`config.mk`:
```
export PLATFORM = sky130hd
export DESIGN_NAME = i2c_msg_seq
export DESIGN_NICKNAME = d
export VERILOG_FILES = /design/src/rtl/i2c_seq_pkg.sv /design/src/rtl/seq_desc_mem.sv /design/src/rtl/seq_wait_timer.sv /design/src/rtl/seq_seg_plan.sv /design/src/rtl/i2c_msg_seq.sv
export SDC_FILE = /design/constraint.sdc
export NUM_CORES = 1
export LEC_CHECK = 0
export CAP_MARGIN = 20
export CORE_MARGIN = 4
export CORE_UTILIZATION = 52
export CTS_BUF_LIST = sky130_fd_sc_hd__clkbuf_16
export DETAILED_ROUTE_END_ITERATION = 6
export MAX_ROUTING_LAYER = met4
export PLACE_DENSITY = 0.81
export SETUP_SLACK_MARGIN = 0.1
export SYNTH_ARGS = -nofsm -noshare
export SYNTH_HDL_FRONTEND = slang
export SYNTH_SLANG_ARGS = --single-unit
```
`constraint.sdc`:
```
create_clock -name clk -period 2.69 [get_ports clk]
set_input_delay 0.4035 -clock clk [delete_from_list [all_inputs] [get_ports clk]]
set_output_delay 0.4035 -clock clk [all_outputs]
set_load 0.01 [all_outputs]
```
`src/rtl/i2c_seq_pkg.sv`:
```
package i2c_seq_pkg;

    typedef struct packed {
        logic restart;
        logic nostart;
        logic nostop;
    } cond_t;

    localparam cond_t COND_NONE  = '{restart: 1'b0, nostart: 1'b0, nostop: 1'b0};
    localparam cond_t COND_MSG   = '{restart: 1'b1, nostart: 1'b0, nostop: 1'b1};
    localparam cond_t COND_CHAIN = '{restart: 1'b0, nostart: 1'b1, nostop: 1'b1};

    typedef enum logic [1:0] {
        STAT_OK   = 2'd0,
        STAT_NACK = 2'd1,
        STAT_TMO  = 2'd2
    } stat_e;

    typedef enum logic [1:0] {
        PH_TEN_LO,
        PH_TEN_RD,
        PH_DATA
    } phase_e;

    typedef enum logic [2:0] {
        S_IDLE,
        S_LOAD,
        S_PLAN,
        S_WAIT_FREE,
        S_ISSUE,
        S_WAIT_DONE,
        S_CLEAR,
        S_FINISH
    } state_e;

endpackage

```
`src/rtl/seq_desc_mem.sv`:
```
module seq_desc_mem #(
    parameter int DEPTH    = 8,
    parameter int WIDTH    = 32,
    parameter int FLAG_BIT = 0,
    localparam int IDX_W   = (DEPTH > 1) ? $clog2(DEPTH) : 1
) (
    input  logic             clk,
    input  logic             rst_n,
    input  logic             we,
    input  logic [IDX_W-1:0] waddr,
    input  logic [WIDTH-1:0] wdata,
    input  logic [IDX_W-1:0] raddr_a,
    input  logic [IDX_W-1:0] raddr_b,
    output logic [WIDTH-1:0] rdata_a,
    output logic             flag_b
);
    logic [WIDTH-1:0] mem [DEPTH];

    for (genvar g = 0; g < DEPTH; g++) begin : g_slot
        always_ff @(posedge clk or negedge rst_n) begin
            if (!rst_n)
                mem[g] <= '0;
            else if (we && waddr == IDX_W'(g))
                mem[g] <= wdata;
        end
    end

    assign rdata_a = mem[raddr_a];
    assign flag_b  = mem[raddr_b][FLAG_BIT];
endmodule

```
`src/rtl/seq_wait_timer.sv`:
```
module seq_wait_timer #(
    parameter int W = 24
) (
    input  logic         clk,
    input  logic         rst_n,
    input  logic         run,
    input  logic [W-1:0] limit,
    output logic         expired
);
    logic [W-1:0] cnt;

    assign expired = run && (cnt >= limit);

    always_ff @(posedge clk or negedge rst_n) begin
        if (!rst_n)
            cnt <= '0;
        else if (!run)
            cnt <= '0;
        else if (!expired)
            cnt <= cnt + 1'b1;
    end
endmodule

```
`src/rtl/seq_seg_plan.sv`:
```
module seq_seg_plan
    import i2c_seq_pkg::*;
#(
    parameter int LEN_W = 8,
    parameter int SEG_W = 6,
    parameter int CAP   = 32
) (
    input  logic [LEN_W-1:0] remaining,
    input  cond_t            carry_cond,
    input  cond_t            msg_cond,
    input  logic             last_msg,
    output logic [SEG_W-1:0] seg_len,
    output cond_t            seg_cond,
    output logic [LEN_W-1:0] rem_after
);
    logic fits;

    always_comb begin
        fits = ({1'b0, remaining} <= (LEN_W + 1)'(CAP));
        seg_len = fits ? SEG_W'(remaining) : SEG_W'(CAP);
        if (!fits)
            seg_cond = '{restart: 1'b0, nostart: carry_cond.nostart, nostop: 1'b1};
        else if (last_msg)
            seg_cond = '{restart: 1'b0, nostart: carry_cond.nostart, nostop: 1'b0};
        else
            seg_cond = msg_cond;
        rem_after = remaining - LEN_W'(seg_len);
    end
endmodule

```
`src/rtl/i2c_msg_seq.sv`:
```
module i2c_msg_seq
    import i2c_seq_pkg::*;
#(
    parameter int MAX_MSGS  = 8,
    parameter int LEN_W     = 8,
    parameter int PTR_W     = 8,
    parameter int REG_BYTES = 4,
    parameter int TMO_W     = 24,
    localparam int CAP      = 8 * REG_BYTES,
    localparam int SEG_W    = $clog2(CAP + 1),
    localparam int IDX_W    = (MAX_MSGS > 1) ? $clog2(MAX_MSGS) : 1,
    localparam int CNT_W    = $clog2(MAX_MSGS + 1)
) (
    input  logic             clk,
    input  logic             rst_n,
    input  logic             desc_we,
    input  logic [IDX_W-1:0] desc_idx,
    input  logic [9:0]       desc_addr,
    input  logic             desc_ten,
    input  logic             desc_rd,
    input  logic             desc_nostart,
    input  logic             desc_ign_nack,
    input  logic [LEN_W-1:0] desc_len,
    input  logic [PTR_W-1:0] desc_ptr,
    input  logic             start,
    input  logic [CNT_W-1:0] num_msgs,
    input  logic [TMO_W-1:0] tmo_limit,
    input  logic             core_done,
    input  logic             core_nack,
    output logic             cmd_go,
    output logic [7:0]       cmd_chip,
    output logic             cmd_rd,
    output logic             cmd_imm_en,
    output logic [7:0]       cmd_imm,
    output logic [SEG_W-1:0] cmd_len,
    output logic [PTR_W-1:0] cmd_ptr,
    output logic             cmd_restart,
    output logic             cmd_nostart,
    output logic             cmd_nostop,
    output logic             cmd_ign_nack,
    output logic             core_clear,
    output logic             done_o,
    output logic [1:0]       status_o,
    output logic [CNT_W-1:0] msg_count
);
    typedef struct packed {
        logic [9:0]       addr;
        logic             ten;
        logic             rd;
        logic             ign;
        logic [LEN_W-1:0] len;
        logic [PTR_W-1:0] ptr;
        logic             ns;
    } desc_t;

    state_e            state, nstate;
    phase_e            phase;
    desc_t             wr_desc, rd_desc;
    logic              nxt_ns_raw;
    logic [CNT_W-1:0]  msg_idx, nxt_idx, num_r, cnt_q;
    logic              last_msg, next_ns, abort_q, tmr_run, tmr_exp;
    stat_e             stat_q;
    cond_t             mcond, carry, cmd_cond, seg_cond;
    logic [LEN_W-1:0]  remaining, rem_after;
    logic [PTR_W-1:0]  ptr_r;
    logic [SEG_W-1:0]  seg_len;
    logic [7:0]        cur_lo8;
    logic              cur_rd, cur_ign;

    assign wr_desc = '{addr: desc_addr, ten: desc_ten, rd: desc_rd, ign: desc_ign_nack,
                       len: desc_len, ptr: desc_ptr, ns: desc_nostart};
    assign nxt_idx  = msg_idx + 1'b1;
    assign last_msg = (nxt_idx == num_r);
    assign next_ns  = (nxt_idx < num_r) && nxt_ns_raw;
    assign tmr_run  = (state == S_WAIT_FREE) || (state == S_WAIT_DONE);

    seq_desc_mem #(.DEPTH(MAX_MSGS), .WIDTH($bits(desc_t)), .FLAG_BIT(0)) u_mem (
        .clk(clk), .rst_n(rst_n), .we(desc_we), .waddr(desc_idx), .wdata(wr_desc),
        .raddr_a(IDX_W'(msg_idx)), .raddr_b(IDX_W'(nxt_idx)),
        .rdata_a(rd_desc), .flag_b(nxt_ns_raw)
    );

    seq_wait_timer #(.W(TMO_W)) u_tmr (
        .clk(clk), .rst_n(rst_n), .run(tmr_run), .limit(tmo_limit), .expired(tmr_exp)
    );

    seq_seg_plan #(.LEN_W(LEN_W), .SEG_W(SEG_W), .CAP(CAP)) u_plan (
        .remaining(remaining), .carry_cond(carry), .msg_cond(mcond), .last_msg(last_msg),
        .seg_len(seg_len), .seg_cond(seg_cond), .rem_after(rem_after)
    );

    // state register
    always_ff @(posedge clk or negedge rst_n) begin
        if (!rst_n) state <= S_IDLE;
        else        state <= nstate;
    end

    // next state
    always_comb begin
        nstate = state;
        unique case (state)
            S_IDLE:      if (start) nstate = (num_msgs == '0) ? S_FINISH : S_LOAD;
            S_LOAD:      nstate = S_PLAN;
            S_PLAN:      if (phase == PH_DATA && remaining == '0)
                             nstate = last_msg ? S_FINISH : S_LOAD;
                         else
                             nstate = S_WAIT_FREE;
            S_WAIT_FREE: if (!core_done)   nstate = S_ISSUE;
                         else if (tmr_exp) nstate = S_CLEAR;
            S_ISSUE:     nstate = S_WAIT_DONE;
            S_WAIT_DONE: if (core_done || tmr_exp) nstate = S_CLEAR;
            S_CLEAR:     nstate = abort_q ? S_FINISH : S_PLAN;
            S_FINISH:    nstate = S_IDLE;
            default:     nstate = S_IDLE;
        endcase
    end

    // outputs
    always_comb begin
        cmd_go     = (state == S_ISSUE);
        core_clear = (state == S_CLEAR);
        done_o     = (state == S_FINISH);
    end

    assign cmd_restart = cmd_cond.restart;
    assign cmd_nostart = cmd_cond.nostart;
    assign cmd_nostop  = cmd_cond.nostop;
    assign status_o    = stat_q;
    assign msg_count   = cnt_q;

    // datapath
    always_ff @(posedge clk or negedge rst_n) begin
        if (!rst_n) begin
            phase <= PH_DATA;   msg_idx <= '0;   num_r <= '0;    cnt_q <= '0;
            stat_q <= STAT_OK;  abort_q <= 1'b0; mcond <= COND_NONE; carry <= COND_NONE;
            remaining <= '0;    ptr_r <= '0;     cur_lo8 <= '0;  cur_rd <= 1'b0;
            cur_ign <= 1'b0;    cmd_chip <= '0;  cmd_rd <= 1'b0; cmd_imm_en <= 1'b0;
            cmd_imm <= '0;      cmd_len <= '0;   cmd_ptr <= '0;  cmd_cond <= COND_NONE;
            cmd_ign_nack <= 1'b0;
        end else begin
            case (state)
                S_IDLE: if (start) begin
                    msg_idx <= '0; cnt_q <= '0; stat_q <= STAT_OK;
                    abort_q <= 1'b0; num_r <= num_msgs;
                end
                S_LOAD: begin
                    cur_lo8   <= rd_desc.addr[7:0];
                    cur_rd    <= rd_desc.rd;
                    cur_ign   <= rd_desc.ign;
                    mcond     <= next_ns ? COND_NONE : COND_MSG;
                    carry     <= next_ns ? COND_NONE : COND_MSG;
                    remaining <= rd_desc.len;
                    ptr_r     <= rd_desc.ptr;
                    if (!rd_desc.ns)
                        cmd_chip <= rd_desc.ten ? {5'b11110, rd_desc.addr[9:8], 1'b0}
                                                : {rd_desc.addr[6:0], rd_desc.rd};
                    phase <= (!rd_desc.ns && rd_desc.ten) ? PH_TEN_LO : PH_DATA;
                end
                S_PLAN: begin
                    unique case (phase)
                        PH_TEN_LO: begin
                            cmd_rd <= 1'b0; cmd_imm_en <= 1'b1; cmd_imm <= cur_lo8;
                            cmd_len <= SEG_W'(1); cmd_ptr <= '0; cmd_cond <= mcond;
                            cmd_ign_nack <= 1'b0;
                            phase <= cur_rd ? PH_TEN_RD : PH_DATA;
                        end
                        PH_TEN_RD: begin
                            cmd_rd <= 1'b0; cmd_imm_en <= 1'b1; cmd_imm <= {cmd_chip[7:1], 1'b1};
                            cmd_len <= SEG_W'(1); cmd_ptr <= '0; cmd_cond <= COND_MSG;
                            cmd_ign_nack <= 1'b0;
                            phase <= PH_DATA;
                        end
                        PH_DATA: begin
                            if (remaining == '0) begin
                                cnt_q   <= cnt_q + 1'b1;
                                msg_idx <= nxt_idx;
                            end else begin
                                cmd_rd <= cur_rd; cmd_imm_en <= 1'b0; cmd_imm <= '0;
                                cmd_len <= seg_len; cmd_ptr <= ptr_r; cmd_cond <= seg_cond;
                                cmd_ign_nack <= cur_ign;
                                remaining <= rem_after;
                                ptr_r <= ptr_r + PTR_W'(seg_len);
                                carry <= COND_CHAIN;
                            end
                        end
                        default: phase <= PH_DATA;
                    endcase
                end
                S_WAIT_FREE: if (core_done && tmr_exp) begin
                    abort_q <= 1'b1; stat_q <= STAT_TMO;
                end
                S_WAIT_DONE: begin
                    if (core_done) begin
                        if (core_nack && !cmd_ign_nack) begin
                            abort_q <= 1'b1; stat_q <= STAT_NACK;
                        end
                    end else if (tmr_exp) begin
                        abort_q <= 1'b1; stat_q <= STAT_TMO;
                    end
                end
                default: ;
            endcase
        end
    end

    // issue only while the core's done flag reads clear
    a_r7_issue_when_free: assert property (@(posedge clk) disable iff (!rst_n)
        cmd_go |-> !core_done);
    // segment length stays within core capacity
    a_r5_seg_cap: assert property (@(posedge clk) disable iff (!rst_n)
        cmd_go |-> (cmd_len != '0 && int'(cmd_len) <= CAP));
    // immediate address bytes are single-byte writes
    a_r2_imm_single: assert property (@(posedge clk) disable iff (!rst_n)
        (cmd_go && cmd_imm_en) |-> (cmd_len == SEG_W'(1) && !cmd_rd && !cmd_ign_nack));
    // each issued command is followed by a clear before the next issue
    a_r10_clear_after_go: assert property (@(posedge clk) disable iff (!rst_n)
        cmd_go |=> (!cmd_go && !core_clear));
    a_r10_clear_single: assert property (@(posedge clk) disable iff (!rst_n)
        core_clear |=> !core_clear);
    // done is a single pulse with a legal status
    a_r11_done_pulse: assert property (@(posedge clk) disable iff (!rst_n)
        done_o |=> !done_o);
    a_r11_status_legal: assert property (@(posedge clk) disable iff (!rst_n)
        done_o |-> (status_o != 2'd3));
    // waiting past the limit without a response ends in timeout status
    a_r8_done_tmo: assert property (@(posedge clk) disable iff (!rst_n)
        (state == S_WAIT_DONE && tmr_exp && !core_done) |=> (status_o == 2'd2));
endmodule

```
==> results of run 1 <==
==> power groups by stage <==
stage                     Sequential, mW  Clock, mW  Combinational [mW]
after floorplan                     7.32          0                3.87
after global placement              7.39          0                5.75
after detailed placement            7.49          0                5.94
after CTS                           7.42       4.84                5.98
after global routing                7.58       5.10                6.55
final                               7.44       4.75                5.99
==> placed cells by master (no fill, tap or decap), types with 4 or more instances in the layout <==
| cell | instances |
|---|---|
| a211oi_1 | 4 |
| a21o_1 | 7 |
| a21oi_1 | 57 |
| a22oi_1 | 10 |
| a31oi_1 | 5 |
| and2_1 | 6 |
| and3_1 | 7 |
| buf_12 | 13 |
| buf_4 | 65 |
| clkbuf_16 | 36 |
| clkdlybuf4s50_1 | 110 |
| clkinv_1 | 9 |
| clkinv_2 | 5 |
| dfrtp_1 | 343 |
| ha_1 | 42 |
| inv_1 | 54 |
| mux2_2 | 248 |
| mux2i_1 | 29 |
| mux4_2 | 62 |
| nand2_1 | 94 |
| nand2b_1 | 12 |
| nand3_1 | 24 |
| nand4_1 | 14 |
| nor2_1 | 35 |
| nor2b_1 | 4 |
| nor3_1 | 11 |
| nor3_2 | 4 |
| o211ai_1 | 9 |
| o21a_1 | 4 |
| o21ai_0 | 51 |
| o21ai_1 | 10 |
| o221ai_1 | 4 |
| o31ai_1 | 13 |
| o41ai_1 | 5 |
| or3_1 | 7 |
| or4_1 | 20 |
| xor2_1 | 4 |
==> state kept, by name, summed over array words and instances (netlist names), 2 cells and up <==
register	count
status_o	2
ptr_r	8
msg_idx	4
cmd_ptr	8
phase	2
num_r	4
u_tmr.cnt	24
cur_lo8	8
cmd_imm	8
msg_count	4
cmd_len	6
state	3
u_mem.mem	240
remaining	8
cmd_chip	8
==> cell families (layout without fill, tap and decap cells) <==
logic type	count (synthesis)	in the layout	share of synthesized area (%)
other	1	3	0.02208
adder cells (fa/ha/maj)	43	43	3.213
multiplexers	340	340	26.45
XOR/XNOR	7	7	0.3611
flip-flops	348	348	51.29
AND/OR/NAND/NOR	260	260	7.892
AO/OA/AOI/OAI	209	209	7.811
buffers and inverters	125	304	2.962
==> worst max-delay path: cells and delay by family (launching register included) <==
kind                     cells  cell delay, ns
XOR/XNOR                     1            0.14
flip-flops                   1            0.38
AO/OA/AOI/OAI                5            0.93
AND/OR/NAND/NOR              3            0.67
adder cells (fa/ha/maj)      1            0.26
==> synth_stat cells (7+ instances only) <==
library cell  count  area (um2)
nand4_1          14       87.58
mux2i_1          29       290.3
mux2_2          248        2793
or4_1            20       150.1
ha_1             42       525.5
and3_1            7       43.79
nand2b_1         12       75.07
o21ai_0          52       260.3
mux4_2           62        1396
a21oi_1          57       285.3
o31ai_1          14       105.1
nand3_1          24       120.1
dfrtp_1         347        8683
buf_1             8       30.03
o21ai_1           9       45.04
clkbuf_1         42       157.7
nor2_1           35       131.4
o211ai_1          9       67.56
or3_1             8       50.05
a22oi_1          10       75.07
inv_1            47       176.4
nor3_1           14       70.07
nand2_1          94       352.8
a21o_1            7       52.55
buf_2            24       120.1
==> cell type report <==
| class | count | area share (%) |
|---|---|---|
| diodes | 2 | 0.02469 |
| clock inverters | 27 | 1.062 |
| flip-flops and latches | 348 | 43.00 |
| clock buffers | 36 | 4.444 |
| repair buffers | 191 | 9.302 |
| multi-input cells | 860 | 38.55 |
| inverters | 50 | 0.9259 |
| well taps | 435 | 2.685 |
==> through the flow <==
step	utilization (%)	area, um2	instances	hold WS (ns)	TNS [ns]
after floorplan	-	16980	1333	0.1079	0
after global placement	59.87	19090	1879	0.4262	-2.824
after detailed placement	59.87	19090	1879	0.4276	-3.867
after CTS	63.40	20210	1943	0.4724	0
after global routing	63.58	20270	1949	0.5008	0
final	63.58	20270	1949	0.4591	0
==> worst max path at each step <==
stage / start / endpoint / slack (ns)
after CTS: remaining[3]$_DFFE_PN0P_ / ptr_r[5]$_DFFE_PN0P_ / 0.15
final: remaining[3]$_DFFE_PN0P_ / ptr_r[5]$_DFFE_PN0P_ / 0.22
after detailed placement: tmo_limit[15] / u_tmr.cnt[21]$_DFFE_PN0P_ / -0.25
after floorplan: msg_idx[0]$_DFFE_PN0P_ / state[1]$_DFFE_PN0P_ / 0.15
after global routing: remaining[3]$_DFFE_PN0P_ / ptr_r[7]$_DFFE_PN0P_ / 0.01
after global placement: tmo_limit[13] / u_tmr.cnt[19]$_DFFE_PN0P_ / -0.21
==> metal layers <==
metal | part of all wire (%) | wire length [um]
met5 | 0 | 0
met4 | 2.1 | 823
met3 | 5.7 | 2307
met2 | 48 | 19090
met1 | 45 | 17910
==> timing repair <==
item                       4_1_cts  5_1_grt
buffers inserted                 0        4
setup endpoints to repair        0       17
hold buffers                     1        0
gates resized for setup          0        7
hold endpoints to repair        63        0
==> summary.txt, run 1 <==
Outcome
  – Status: finished clean

Placed design
  – Placer Congestion: 0.8854
  – PortBufs: 111
  – Placed wire-length estimate: 26.16 mm
  – Post-place setup slack: -0.2544 ns

Power and ir drop
  – Comb power frac: 32.9%
  – Switching pwr: 5.795 mW
  – Sw frac: 31.88%
  – Power share of the sequential group: 40.9%
  – Total Power: 18.18 mW
  – Clock Power Share: 26.1%
  – Internal power: 12.38 mW
  – Worst vdd ir: 0.6862 mV
  – Cell area power density: 896.9 nW/um2
  – Leak pwr: 8.796 nW

CTS
  – Clock slew seen by the registers of the worst setup and hold paths: 0.06 ns
  – H-Tree Depth: 2
  – TritonCTS clock tree: built
  – Root cell of the clock tree: clkbuf_16
  – Total CTS buffers: 36
  – Worst skew pair latency: 0.52 ns
  – Sinks on Clock Net: 348
  – Max Root-Sink Buffers: 3

Run
  – Max-cap violation count: 0

Worst setup path
  – Max incr delay on CP: 0.44 ns
  – Reg2Reg Setup Slack: 0.22 ns
  – Slowest-stage cell, CP: or3_4
  – Worst flop-to-flop path startpoint: remaining[3]$_DFFE_PN0P_
  – CP Launch Type: flip-flop
  – Setup crit end kind: flip-flop
  – Critical path arrival: 2.88 ns
  – Worst reg2reg path endpoint: ptr_r[5]$_DFFE_PN0P_
  – CP max FO: 5
  – Critical path class: flip-flop to flip-flop
  – Critical Path, Cell by Cell: or3_4 > o21ai_1 > and3_1 > ha_1 > o21ai_0 > o21bai_1 > a21oi_1 > xnor2_1 > nor2_1 > a221oi_1
  – Cells on worst reg2reg path: 10
  – Worst Path Required: 3.10 ns

Synth
  – Synth unique cells: 73
  – Cell count after synthesis: 1333
  – Number of synthesized flops with an enable pin: 0
  – Main flop type after synthesis: dfrtp_1
  – Flops & latches, synth: 348
  – Post-synth net total: 1443
  – Sequential element share of the synthesized area: 51.29%
  – Syn avg cell area: 12.74 um2
  – Synth warn: 0
  – Post-Syn Area: 16980 um2
  – FFs w/ async S/R, synth: 100.0%

STA
  – Max Clock Freq: 404.8 MHz
  – Final setup viols: 0
  – Tmin final: 2.470 ns
  – Worst Tran Pin Value: 0.7473 ns
  – Worst setup margin: 0.2197 ns
  – Rel. slew slack: 50.18%
  – Clk_skew: 0.01206 ns
  – Slew Viols, Final: 0
  – RSZ-0062 raised after global routing: yes
  – Hold Vio Cnt, Final: 0
  – Fin crit share: 91.83%

GRT
  – GRT Resource Usage Total: 23.39%
  – Met1 Resource Use GR: 32.13%
  – Initial antenna violation count: 2
  – Largest net degree at the start of global routing: 74
  – GR Util met3: 3.927%
  – Remaining Overflow, GRT: 0
  – Vias in the first global route: 12180
  – GRT met2 Usage: 37.10%
  – Global-route wire length before repair: 65.58 mm
  – Gr busiest metal: met2

Detailed routing
  – Vias per cell: 5.972
  – Initial DRC count: 945
  – Drt pass-1 iters: 5
  – DRC Markers: 0
  – Total number of vias: 11640
  – Post-detailed-route wirelength per cell: 20.59 um
  – Routed Antenna Nets: 0
  – Total wire length: 40.13 mm

Final layout
  – Share of cells above drive strength 1: 31.02%
  – Multi-input gate area: 7815 um2
  – Nets: 1597
  – Fillers: 2361
  – Area Overhead vs Synth: 19.38%
  – Storage cell area: 8717 um2

Floorplanning
  – Site Rows: 65
  – Number of I/O pins: 112
  – Initial Util: 53.26%
  – Die Wd: 188.7 um
  – DIE AREA: 35610 um2
  – Core area: 31880 um2
  – Die Y-Extent: 188.7 um

Worst hold path
  – Min-Delay Path Class: primary input to asynchronous set/reset pin
(Power assumes the default switching activity.)
==> inputs of run 2 (changes only) <==
--- a/config.mk
+++ b/config.mk
@@ -10,6 +10,7 @@
 export CORE_UTILIZATION = 52
 export CTS_BUF_LIST = sky130_fd_sc_hd__clkbuf_16
 export DETAILED_ROUTE_END_ITERATION = 6
+export GPL_TIMING_DRIVEN = 0
 export MAX_ROUTING_LAYER = met4
 export PLACE_DENSITY = 0.81
 export SETUP_SLACK_MARGIN = 0.1
==> run 2 against run 1 <==
Effect of this change: count of clock-buffer cells in the layout up 1; first-iteration DRC count rose by 25%; clock skew grew 0.00050 ns; critical path depth fell by 2; non-clock buffer count up 12; critical endpoint is now u_tmr.cnt[9]$_DFFE_PN0P_; largest power group unchanged.
==> summary.txt, run 2 (synthesis gave the netlist of run 1 again) <==
Outcome
  – Status: finished clean (unchanged)

Detailed routing
  – Post-detailed-route wirelength per cell: 21.78 um (was 20.59 um)
  – Drt pass-1 iters: 5 (unchanged)
  – Routed Antenna Nets: 0 (unchanged)
  – Initial DRC count: 1180 (was 945)
  – Vias per cell: 6.058 (was 5.972)
  – DRC Markers: 0 (unchanged)
  – Total wire length: 42.74 mm (was 40.13 mm)
  – Total number of vias: 11890 (was 11640)

Placed design
  – Placed wire-length estimate: 28.59 mm (was 26.16 mm)
  – PortBufs: 111 (unchanged)
  – Placer Congestion: 0.8897 (was 0.8854)
  – Inst Count DP: 1883 (was 1879)

CTS
  – Root cell of the clock tree: clkbuf_16 (unchanged)
  – Worst skew pair latency: 0.53 ns (was 0.52 ns)
  – Clock slew seen by the registers of the worst setup and hold paths: 0.06 ns (about the same)
  – Max Root-Sink Buffers: 3 (unchanged)
  – Total CTS buffers: 37 (was 36)
  – TritonCTS clock tree: built (unchanged)
  – H-Tree Depth: 2 (unchanged)
  – Sinks on Clock Net: 348 (unchanged)

Floorplanning
  – Die Y-Extent: 188.7 um (unchanged)
  – Core area: 31880 um2 (unchanged)
  – Site Rows: 65 (unchanged)
  – DIE AREA: 35610 um2 (unchanged)
  – Die Wd: 188.7 um (unchanged)
  – Number of I/O pins: 112 (unchanged)
  – Initial Util: 53.26% (unchanged)

Worst setup path
  – Critical path arrival: 3.02 ns (was 2.88 ns)
  – Cells on worst reg2reg path: 8 (was 10)
  – Worst flop-to-flop path startpoint: u_tmr.cnt[23]$_DFFE_PN0P_ (was remaining[3]$_DFFE_PN0P_)
  – Critical path class: flip-flop to flip-flop (unchanged)
  – Worst reg2reg path endpoint: u_tmr.cnt[9]$_DFFE_PN0P_ (was ptr_r[5]$_DFFE_PN0P_)
  – CP max FO: 10 (was 5)
  – CP Launch Type: flip-flop (unchanged)
  – Worst Path Required: 3.13 ns (was 3.10 ns)
  – Reg2Reg Setup Slack: 0.12 ns (was 0.22 ns)
  – Setup crit end kind: flip-flop (unchanged)

Power and ir drop
  – Leak pwr: 8.660 nW (was 8.796 nW)
  – Worst vdd ir: 0.7934 mV (was 0.6862 mV)
  – Cell area power density: 903.2 nW/um2 (was 896.9 nW/um2)

Run
  – Max-cap violation count: 0 (unchanged)

STA
  – Fin crit share: 95.56% (was 91.83%)
  – Max Clock Freq: 389.0 MHz (was 404.8 MHz)
  – Final setup viols: 0 (unchanged)
  – Hold Vio Cnt, Final: 0 (unchanged)
  – Slew Viols, Final: 0 (unchanged)
  – Clk_skew: 0.01256 ns (was 0.01206 ns)
  – Tmin final: 2.571 ns (was 2.470 ns)
  – Setup TNS: 0 ns (unchanged)
  – Worst Tran Pin Value: 1.077 ns (was 0.7473 ns)
  – Rel. slew slack: 28.20% (was 50.18%)
  – RSZ-0062 raised after global routing: yes (unchanged)

Final layout
  – Largest register FFs: 240 (unchanged)
  – Multi-input gate area: 7890 um2 (was 7815 um2)
  – Largest reg by FF count: u_mem.mem (unchanged)
  – Fillers: 2380 (was 2361)
  – Most frequent cells in the layout: 341 x dfrtp_1, 248 x mux2_2, 109 x clkdlybuf4s50_1, 93 x nand2_1, 62 x mux4_2 (was 343 x dfrtp_1, 248 x mux2_2, 110 x clkdlybuf4s50_1, 94 x nand2_1, 65 x buf_4)
  – Final non-filler cell total: 1962 (was 1949)
  – Area Overhead vs Synth: 18.58% (was 19.38%)
  – Share of cells above drive strength 1: 29.25% (was 31.02%)
  – Nets: 1610 (was 1597)
  – Commonest non-fill, non-tap cell in the layout: dfrtp_1 (unchanged)
  – Storage cell area: 8717 um2 (unchanged)
  – Final core occ: 63.16% (was 63.58%)
  – Largest regs: u_mem.mem x240, u_tmr.cnt x24 (unchanged)

GRT
  – Global-route wire length before repair: 67.92 mm (was 65.58 mm)
  – Initial antenna violation count: 2 (unchanged)
  – Remaining Overflow, GRT: 0 (unchanged)
  – Vias in the first global route: 12170 (was 12180)
  – GRT Resource Usage Total: 24.48% (was 23.39%)
  – Largest net degree at the start of global routing: 110 (was 74)

Worst hold path
  – Min-Delay Path Class: primary input to asynchronous set/reset pin (unchanged)
-- run 2: layout make-up --
type / instances / share of cell area [%]
plain buffers: 74 / 2.107
flip-flops and latches: 348 / 43.29
inverters: 50 / 0.9321
clock buffers: 37 / 4.598
diodes: 2 / 0.02486
clock inverters: 27 / 0.5717
repair buffers: 129 / 6.587
well taps: 435 / 2.703
multi-input cells: 860 / 39.18
-- run 2: timing repair --
action                                  CTS  global route
setup buffers                             1            12
hold buffers                              1             0
resized for setup                        19            59
hold endpoints to repair                 33             0
pin swaps                                 2            10
endpoints found under the setup margin   44            50
-- run 2: routing by layer --
| metal | vias to the layer above | wire, um | track usage, % |
|---|---|---|---|
| met5 | - | 0 | - |
| met4 | 0 | 858 | 5.886 |
| met3 | 76 | 3064 | 4.446 |
| met2 | 481 | 20620 | 38.81 |
| met1 | 6056 | 18200 | 33.38 |
| li1 | 5272 | - | - |
-- run 2: power breakdown --
part           leakage [nW]  switching (mW)  internal, mW
registers              4.27           0.892          6.58
clock network         0.541            2.03          2.49
logic                  3.85            3.08          3.11
total                  8.66            6.01          12.2
-- run 2: worst max-delay path, cell delays in order (launching register included) --
cell and delay, ns:
dfrtp_1 0.40, ha_1 0.31, nand4_1 0.26, nor2_2 0.11
o2bb2ai_4 0.16, or3_1 0.41, clkbuf_4 0.20, or4_1 0.43
a21oi_2 0.20
-- run 2: worst max path at each step --
stage	to	cells past startpoint	from
floorplan	state[1]$_DFFE_PN0P_	11	msg_idx[0]$_DFFE_PN0P_
global placement	u_mem.mem[130]$_DFFE_PN0P_	1	rst_n
detailed placement	u_tmr.cnt[0]$_DFFE_PN0P_	10	tmo_limit[21]
CTS	state[1]$_DFFE_PN0P_	11	msg_idx[0]$_DFFE_PN0P_
global route	state[1]$_DFFE_PN0P_	11	msg_idx[0]$_DFFE_PN0P_
finish	u_tmr.cnt[9]$_DFFE_PN0P_	8	u_tmr.cnt[23]$_DFFE_PN0P_
-- run 2: through the flow --
stage               total power [mW]  instance area, um2  setup WS (ns)  hold WS, ns
finish                         18.19               20140         0.1194       0.3309
global route                   19.17               20140       0.007526       0.3548
CTS                            17.93               19850        0.02206       0.3463
detailed placement             13.33               18730        -0.6152       0.2912
global placement               13.08               18640         -13.38       0.4535
floorplan                      11.19               16980         0.1503       0.1079
